[src/rtl/tmu_pkg.sv]
package tmu_pkg;

  typedef enum logic {
    ARITY_ONE = 1'b0,
    ARITY_TWO = 1'b1
  } arity_e;

  // Table rule: offset = id, opcode = id, two inputs when id bit 0 is 0.
  function automatic arity_e arity_of(input int unsigned id);
    return (id % 2 == 0) ? ARITY_TWO : ARITY_ONE;
  endfunction

endpackage

[src/rtl/tmu_itable.sv]
module tmu_itable
  import tmu_pkg::*;
#(
  parameter int INS_W = 4,
  parameter int OFF_W = 6,
  parameter int OPC_W = 4
) (
  input  logic [INS_W-1:0] instr,
  output logic [OFF_W-1:0] offset,
  output arity_e           arity,
  output logic [OPC_W-1:0] opcode
);

  localparam int NUM_INSTR = 2 ** INS_W;

  logic [OFF_W-1:0] off_tab [NUM_INSTR];
  arity_e           ar_tab  [NUM_INSTR];
  logic [OPC_W-1:0] opc_tab [NUM_INSTR];

  for (genvar g = 0; g < NUM_INSTR; g++) begin : g_entry
    assign off_tab[g] = OFF_W'(g);
    assign ar_tab[g]  = arity_of(g);
    assign opc_tab[g] = OPC_W'(g);
  end

  assign offset = off_tab[instr];
  assign arity  = ar_tab[instr];
  assign opcode = opc_tab[instr];

endmodule

[src/rtl/tmu_frame_store.sv]
module tmu_frame_store #(
  parameter int ADDR_W = 6,
  parameter int DATA_W = 16
) (
  input  logic              clk,
  input  logic              rst,
  input  logic              req,
  input  logic [ADDR_W-1:0] addr,
  input  logic [DATA_W-1:0] value,
  output logic              present,
  output logic [DATA_W-1:0] partner
);

  localparam int DEPTH = 2 ** ADDR_W;

  logic [DEPTH-1:0]  pres_q;
  logic [DATA_W-1:0] val_mem [DEPTH];

  assign present = pres_q[addr];
  assign partner = val_mem[addr];

  // Value storage: write-only clocked process, no reset (RAM-friendly).
  always_ff @(posedge clk) begin
    if (req && !present) val_mem[addr] <= value;
  end

  // Presence bits: flip in the same cycle as the lookup.
  always_ff @(posedge clk) begin
    if (rst) begin
      pres_q <= '0;
    end else if (req) begin
      pres_q[addr] <= !present;
    end
  end

  p_set_after_store_r4: assert property (@(posedge clk) disable iff (rst)
    (req && !present) |=> pres_q[$past(addr)]);

  p_clear_after_match_r5: assert property (@(posedge clk) disable iff (rst)
    (req && present) |=> !pres_q[$past(addr)]);

  p_idle_keeps_bits_r7: assert property (@(posedge clk) disable iff (rst)
    !req |=> $stable(pres_q));

endmodule

[src/rtl/token_match_unit.sv]
module token_match_unit
  import tmu_pkg::*;
#(
  parameter int ADDR_W = 6,
  parameter int INS_W  = 4,
  parameter int OPC_W  = 4,
  parameter int DATA_W = 16
) (
  input  logic              clk,
  input  logic              rst,
  input  logic              in_valid,
  input  logic [ADDR_W-1:0] in_ctx,
  input  logic [INS_W-1:0]  in_instr,
  input  logic              in_port,
  input  logic [DATA_W-1:0] in_value,
  output logic              fire_valid,
  output logic [ADDR_W-1:0] fire_ctx,
  output logic [INS_W-1:0]  fire_instr,
  output logic [OPC_W-1:0]  fire_opcode,
  output logic [DATA_W-1:0] fire_left,
  output logic [DATA_W-1:0] fire_right
);

  logic [ADDR_W-1:0] offset;
  arity_e            arity;
  logic [OPC_W-1:0]  opcode;
  logic [ADDR_W-1:0] slot;
  logic              two_in;
  logic              store_req;
  logic              hit;
  logic [DATA_W-1:0] partner;
  logic              fire_d;
  logic [DATA_W-1:0] left_d;
  logic [DATA_W-1:0] right_d;

  tmu_itable #(.INS_W(INS_W), .OFF_W(ADDR_W), .OPC_W(OPC_W)) i_itable (
    .instr  (in_instr),
    .offset (offset),
    .arity  (arity),
    .opcode (opcode)
  );

  assign slot      = ADDR_W'(in_ctx + offset);
  assign two_in    = (arity == ARITY_TWO);
  assign store_req = in_valid && two_in;

  tmu_frame_store #(.ADDR_W(ADDR_W), .DATA_W(DATA_W)) i_frame (
    .clk     (clk),
    .rst     (rst),
    .req     (store_req),
    .addr    (slot),
    .value   (in_value),
    .present (hit),
    .partner (partner)
  );

  always_comb begin
    fire_d  = in_valid && (!two_in || hit);
    left_d  = in_value;
    right_d = '0;
    if (two_in) begin
      if (in_port) begin
        left_d  = partner;
        right_d = in_value;
      end else begin
        right_d = partner;
      end
    end
  end

  always_ff @(posedge clk) begin
    if (rst) begin
      fire_valid <= 1'b0;
    end else begin
      fire_valid <= fire_d;
    end
  end

  always_ff @(posedge clk) begin
    if (fire_d) begin
      fire_ctx    <= in_ctx;
      fire_instr  <= in_instr;
      fire_opcode <= opcode;
      fire_left   <= left_d;
      fire_right  <= right_d;
    end
  end

  p_fire_needs_token_r5: assert property (@(posedge clk) disable iff (rst)
    fire_valid |-> $past(in_valid));

  p_ctx_inherited_r8: assert property (@(posedge clk) disable iff (rst)
    fire_valid |-> (fire_ctx == $past(in_ctx) && fire_instr == $past(in_instr)));

  p_single_fires_r7: assert property (@(posedge clk) disable iff (rst)
    (in_valid && !two_in) |=> (fire_valid && fire_right == '0));

  p_first_is_silent_r4: assert property (@(posedge clk) disable iff (rst)
    (in_valid && two_in && !hit) |=> !fire_valid);

endmodule

[config.mk]
export PLATFORM = sky130hd
export DESIGN_NAME = token_match_unit
export DESIGN_NICKNAME = d
export VERILOG_FILES = /design/src/rtl/tmu_pkg.sv /design/src/rtl/tmu_itable.sv /design/src/rtl/tmu_frame_store.sv /design/src/rtl/token_match_unit.sv
export SDC_FILE = /design/constraint.sdc
export NUM_CORES = 1
export LEC_CHECK = 0
export BUFFER_PORTS_ARGS = -buffer_cell sky130_fd_sc_hd__buf_2
export CORE_UTILIZATION = 50
export CTS_CLUSTER_DIAMETER = 40
export DETAILED_ROUTE_END_ITERATION = 10
export HOLD_SLACK_MARGIN = 0.15
export MAX_ROUTING_LAYER = met4
export PLACE_DENSITY = 0.66
export SETUP_SLACK_MARGIN = 0.5
export SLEW_MARGIN = 20
export SYNTH_ARGS = -nofsm -noshare
export SYNTH_HDL_FRONTEND = slang
export SYNTH_SLANG_ARGS = --single-unit
[constraint.sdc]
create_clock -name clk -period 11.45 [get_ports clk]
set_input_delay 2.29 -clock clk [delete_from_list [all_inputs] [get_ports clk]]
set_output_delay 2.29 -clock clk [all_outputs]
set_load 0.02 [all_outputs]
---- Word-level counts from Yosys, hierarchy flattened ----
Memory sizes are Yosys's and may differ from the RTL's. A register that Yosys moved wholly into a read port is not among the register bits.
Index checks and enable logic that the tools add are counted.
storage, ports and cells
  memories ................................ 4
  bits in writable memories ............... 1024
  bits in latches ......................... 0
  output and inout port bits .............. 47
  word-level logic and storage cells ...... 36
  register bits ........................... 107
  bits in read-only memories .............. 176
cells by class
  equal/unequal tests ..................... 0
  reduce and logical (&&, ||, !) cells .... 7
  bitwise gates (word level) .............. 1
  add/subtract/negate cells ............... 1
  shifts and indexed selects .............. 0
  divide/modulo/power cells ............... 0
  magnitude comparators ................... 3
  multiply operators ...................... 0
  muxes and demuxes ....................... 14
memory list
  name              words  width  rd ports  clocked after Yosys merged registers in  wr ports  RTL line               text
  i_frame.val_mem   64     16     1         0                                        1         tmu_frame_store.sv:17  logic [DATA_W-1:0] val_mem [DEPTH];
  (name not given)  16     6      1         0                                        0         tmu_itable.sv:26       assign offset = off_tab[instr];
  (name not given)  16     4      1         1                                        0         tmu_itable.sv:28       assign opcode = opc_tab[instr];
  (name not given)  16     1      1         0                                        0         tmu_itable.sv:27       assign arity = ar_tab[instr];
operator list
  kind                count
  $bwmux 64           1
  $mux 16             3
  $mux 6              2
  $lt 6x7->1 const B  1
  $add 6x6->6         1
  $bmux 1 s6          1
  $demux 1 s6         1
  $ge 6x1->1 const B  1
  $mux 1              6
  $ge 5x5->1 const B  1
  $not 4->5           1
  $logic_and 1x1->1   4
  $logic_not 1->1     2
  $logic_or 1x1->1    1

---- Depth between registers and ports, before layout ----
  word-level depth ........................ 11
  depth in mapped cells ................... 14
  mapped depth without buffers ............ 9

---- Cells and area by module ----
Synthesis repeated with hierarchy kept, for this count alone.
unflattened totals
  cells, all modules ...................... 2619
  area total of the unflattened synthesis .. 44838.0 um^2
modules (own cells, without submodules)
  module            instances  seq. area each (um^2)  cells an instance  area each (um^2)
  tmu_frame_store   1          32030.7                2479               42652.2
  token_match_unit  1          1401.3                 128                2103.3
  tmu_itable        1          0.0                    12                 82.6

---- Least setup slack after synthesis ----
Ideal clock, no wire load.
  path kind ............................... input -> register
  from .................................... in in_ctx[0]
  to ...................................... mem i_frame.val_mem[45][0], enable pin
  arrival ................................. 5974 ps
  path slack .............................. 5066 ps
  library setup time ...................... 409 ps
  stages on the path ...................... 11
  path through ............................ ha_1 fa_1 xor2_4 mux4_2 nor2_1 a221oi_4 a211oi_1 a211oi_2 buf_4 buf_2 nor3_1
on the way
  longest elaborated chain between the ends .. 7
RTL lines
  item                          RTL line                text
  from (decl)                   token_match_unit.sv:12  input logic [ADDR_W-1:0] in_ctx,
  $add 6x6->6 *                 token_match_unit.sv:43  assign slot = ADDR_W'(in_ctx + offset);
  $bmux 1 s6                    tmu_frame_store.sv:19   assign present = pres_q[addr];
  $mux 1 (not written as such)  tmu_frame_store.sv:19
  $logic_not 1->1               tmu_frame_store.sv:24   if (req && !present) val_mem[addr] <= value;
  $logic_and 1x1->1             tmu_frame_store.sv:24
  $mux 1                        tmu_frame_store.sv:24
  $mux 1 (not written as such)  tmu_frame_store.sv:24
  to (decl)                     tmu_frame_store.sv:17
Mark *: on every way between the ends. The rest lies on a longest branch, timed or not. The select of a mux whose other input is x is not followed.

---- Worst setup path after layout ----
  from .................................... in in_instr[0]
  to ...................................... reg fire_right[5] (data pin)
on the way
  longest elaborated chain between the ends .. 7
RTL lines
  item                                       RTL line                            text
  from (decl)                                token_match_unit.sv:13              input logic [INS_W-1:0] in_instr,
  $not 4->5 (not written as such) *          tmu_itable.sv:26, tmu_itable.sv:27
  $mem_v2 16x6                               n/a
  $mux 6 (not written as such) (2 in a row)  tmu_itable.sv:26
  $add 6x6->6                                token_match_unit.sv:43
  $mem_v2 64x16                              n/a
  $mux 16                                    token_match_unit.sv:62              if (in_port) begin
  to (signal assigned)                       token_match_unit.sv:85              fire_right <= right_d;
  to (decl)                                  token_match_unit.sv:21              output logic [DATA_W-1:0] fire_right
Marked as above.
A chain may end at the register's enable or synchronous reset.

==> results.md <==
- **run status** finished clean
- **highest clock rate** 137 MHz
- **nets in the synthesized netlist** 3129
- **vertical extent of the die** 305 um
- **critical path, cell by cell** buf_2 > ha_4 > fa_4 > xor2_4 > buf_12 > buf_4 > mux2i_1 > o22ai_1 > nor4_1 > nor3_1 > nor4_1 > a211oi_1
- **final setup slack of the worst path** 4.13 ns
- **post-cts hold buffer count** 0
- **placeable core region** 90400 sq um
- **endpoint arrival time on the critical path** 7.76 ns
- **number of input and output port buffers inserted** 76
- **capture point of the worst path** fire_right[5]
- **number of distinct library cell variants in the gate-level netlist after synthesis** 79
- **total number of vias** 29500
- **CTS Buffer Depth** 3
- **largest net degree at the start of global routing** 155
- **critical register-to-register path endpoint** i_frame.val_mem[53][7]
- **CTS Root Buffer Type** sky130_fd_sc_hd__clkbuf_16
- **Worst Clk Skew** 0.0313 ns
- **vias per inst** 6.67
- **Boundary Pins** 77
- **drt pass-1 iters** 9
- **Total Nets Final** 3171
- **sum of negative setup slack** 0 ns
- **post-synthesis instance area** 45900 sq um
- **sinks on the clock net** 1131
- **syn avg cell area** 14.8 sq um
- **dpl cell area** 47800 sq um
- **sequential area share after synthesis** 0.726
- **worst slack on hold paths** 0.485 ns
- **die area** 93000 sq um
- **Initial Util** 0.507
- **required time at the endpoint of the critical path** 11.89 ns
- **Max Slew Vio Count** 0
- **Warnings, synthesis** 0
- **asr flop ratio synth** 0
- **launching point of the worst reg2reg path** i_frame.pres_q[47]
- **Max Fanout on Critical Path** 154
- **Register Area** 33300 sq um
- **endpoint kind of the worst setup timing path** register
- **fraction of final layout cells with drive strength greater than 1** 0.175
- **Fin. Hold Viols** 0
- **GRT Overall Usage** 0.312
- **max-cap violation count** 0
- **cell family with the largest share of critical-path delay** simple AND/OR/NAND/NOR gates
- **initial antenna violation count** 2
- **cell area after layout** 52400 sq um
- **Mapped Cells** 3094
- **number of buffer and inverter stages on the critical path** 3
- **count of flip-flops with a built-in enable after synthesis** 1066
- **most frequently used flop master after synthesis** sky130_fd_sc_hd__edfxtp_1
- **most numerous cell on the critical path** sky130_fd_sc_hd__nor4_1
- **slew at the pin closest to its max-slew limit** 1.21 ns
- **worst reg-to-reg setup slack** 7.71 ns
- **cell with the largest stage delay on the worst path** sky130_fd_sc_hd__nor4_1
- **Crit Path Category** in2reg
- **number of setup buffers added after CTS** 0
- **largest incremental delay on the critical path** 0.94 ns
- **Placer Congestion** 0.930
- **relative area change from synthesis to final layout** 14.2%
- **Critical path origin** in_instr[0]
- **number of levels in the clock H-tree** 4
- **number of failing setup endpoints in the final timing report** 0
- **DIE WIDTH** 305 um
- **kind of start point of the critical path** input port
- **number of storage elements in the synthesis netlist** 1131
- **CTS-repair resized insts** 0
- **count of cells along the worst register-to-register path** 8
- **global-route congestion overflow total** 0
- **wire per inst** 31.9 um
- **vias in the first global route** 27580
- **clk_lat worst skew** 0.75 ns
- **total area of multi-input combinational cells** 12000 sq um
- **Filler cells** 6664
- **ratio of total power to cell area** 198 nW/um^2
- **total stage count of the critical path** 12
- **cell row count** 110
- **post-route minimum period** 7.32 ns
- **Starting DRT DRC Count** 4818
- **largest voltage drop on the vdd net** 0.135 mV
- **number of buffers added by the clock tree synthesis step** 137
- **clock transition time at the flip-flop clock pins of the worst setup and hold paths** 0.05 ns
- **clock tree from TritonCTS** yes
- **worst max-slew margin expressed relative to the limit** 0.193
- **Hold Path Stages** 2
- **final period utilization** 0.639
- **RSZ-0062 raised after global routing** false
- **final routed wirelength across all metal layers** 141000 um
- **half-perimeter wire length after placement** 83700 um
- **post-route DRC violation count** 0
- **wire length of the first global-routing pass** 202000 um
- **type of the worst min-delay path** reg2reg
- **post-route ant nets** 0
- **Post-Place Worst Slack** 3.11 ns
- **leakage dissipation** 17.2 nW
## routing by layer
layer / vias up / share of wire / global-route usage
li1: 12272 / - / -
met1: 14573 / 0.38 / 0.437
met2: 2338 / 0.45 / 0.448
met3: 317 / 0.13 / 0.0661
met4: 0 / 0.039 / 0.124
met5: - / 0 / -
## layout by cell type, fill, tap and decap left out, types with 16 or more instances in the layout
cell,Yosys,routed
sky130_fd_sc_hd__edfxtp_1,1066,1066
sky130_fd_sc_hd__nand2_1,363,360
sky130_fd_sc_hd__nand3_1,211,206
sky130_fd_sc_hd__a21oi_1,178,178
sky130_fd_sc_hd__mux2i_1,145,145
sky130_fd_sc_hd__clkbuf_16,0,142
sky130_fd_sc_hd__o21ai_0,77,76
sky130_fd_sc_hd__buf_4,37,76
sky130_fd_sc_hd__buf_2,93,71
sky130_fd_sc_hd__nor2_1,73,68
sky130_fd_sc_hd__dfxtp_1,65,65
sky130_fd_sc_hd__a211oi_1,60,59
sky130_fd_sc_hd__mux4_2,59,59
sky130_fd_sc_hd__nor3_4,0,56
sky130_fd_sc_hd__nor3_1,118,54
sky130_fd_sc_hd__o22ai_1,45,45
sky130_fd_sc_hd__a311oi_1,40,39
sky130_fd_sc_hd__a31oi_1,36,36
sky130_fd_sc_hd__a221oi_1,36,36
sky130_fd_sc_hd__nor4_1,35,32
sky130_fd_sc_hd__and3_1,30,30
sky130_fd_sc_hd__o211ai_1,25,25
sky130_fd_sc_hd__mux2_2,20,20
sky130_fd_sc_hd__clkinv_1,1,19
sky130_fd_sc_hd__inv_6,0,17
sky130_fd_sc_hd__clkinv_2,0,16
## power breakdown
part | internal, mW | switching (mW)
logic | 0.369 | 1.11
registers | 4.58 | 0.0154
clock network | 2.58 | 1.74
## worst min-delay path by stage
stage | from | to | slack, ns
floorplan | i_frame.pres_q[32] | i_frame.pres_q[32] | 0.45
CTS | i_frame.pres_q[32] | i_frame.pres_q[32] | 0.48
finish | i_frame.pres_q[32] | i_frame.pres_q[32] | 0.49
detailed placement | i_frame.pres_q[32] | i_frame.pres_q[32] | 0.47
global placement | i_frame.pres_q[32] | i_frame.pres_q[32] | 0.47
global route | i_frame.pres_q[32] | i_frame.pres_q[32] | 0.50
## final cells by class
type                    instances  share of cell area
multi-input cells            1704               0.229
well taps                    1176              0.0281
flip-flops and latches       1131               0.636
clock inverters                91              0.0180
diodes                          2           0.0000955
clock buffers                 154              0.0687
repair buffers                154              0.0199
inverters                       8            0.000597
## worst min-delay path, delay by kind of cell (launching register included)
family             cells  cell delay [ns]
DFF                    1             0.31
AOI/OAI and AO/OA      2             0.13
## cell families (layout without fill, tap and decap cells)
| family | after synthesis | in the layout | synth area share |
|---|---|---|---|
| flip-flops | 1131 | 1131 | 0.726 |
| AND/OR/NAND/NOR | 875 | 875 | 0.0873 |
| AO/OA/AOI/OAI | 596 | 596 | 0.0883 |
| buffers and inverters | 259 | 407 | 0.0300 |
| multiplexers | 224 | 224 | 0.0655 |
| adder cells (fa/ha/maj) | 5 | 5 | 0.00153 |
| XOR/XNOR | 4 | 4 | 0.00117 |
| other | 0 | 2 | 0 |
## state kept, by name, indices dropped and copies added, names as in the netlist
name	count
fire_left	16
fire_right	16
i_frame.val_mem	1024
fire_valid	1
fire_ctx	6
fire_opcode	4
i_frame.pres_q	64
## cells in the mapped netlist (all sizes together) (3+ instances only)
library cell	instances	area [sq um]
nor2	75	287
a211oi	61	463
nand4	9	56.3
and3	30	188
mux4	59	1330
inv	7	26.3
mux2	20	225
a2111oi	11	110
a32oi	12	105
nand3	211	1060
a311oi	50	500
nand2	364	1370
nor2b	5	31.3
nor4	37	244
o21a	5	37.5
a22oi	5	37.5
a31oi	36	225
a311o	14	140
nor3b	5	37.5
or2	3	18.8
edfxtp	1066	32000
o211ai	25	188
o21ai	87	435
mux2i	145	1450
o211a	3	30.0
o22ai	45	282
and2	3	18.8
ha	4	50.1
buf	162	1010
a21oi	178	891
clkbuf	89	335
xnor2	3	26.3
a221oi	37	342
dfxtp	65	1300
nand2b	9	56.3
nor3	120	611
a22o	3	26.3
a31o	3	26.3
## through the flow
stage               instances  power [mW]   util
floorplan                3094        5.51      -
global placement         4170        6.06  0.524
detailed placement       4173        6.10  0.528
CTS                      4418        10.4  0.578
global route             4420        10.6  0.579
finish                   4420        10.4  0.579
Note: power is estimated with default switching activity, not from simulation.
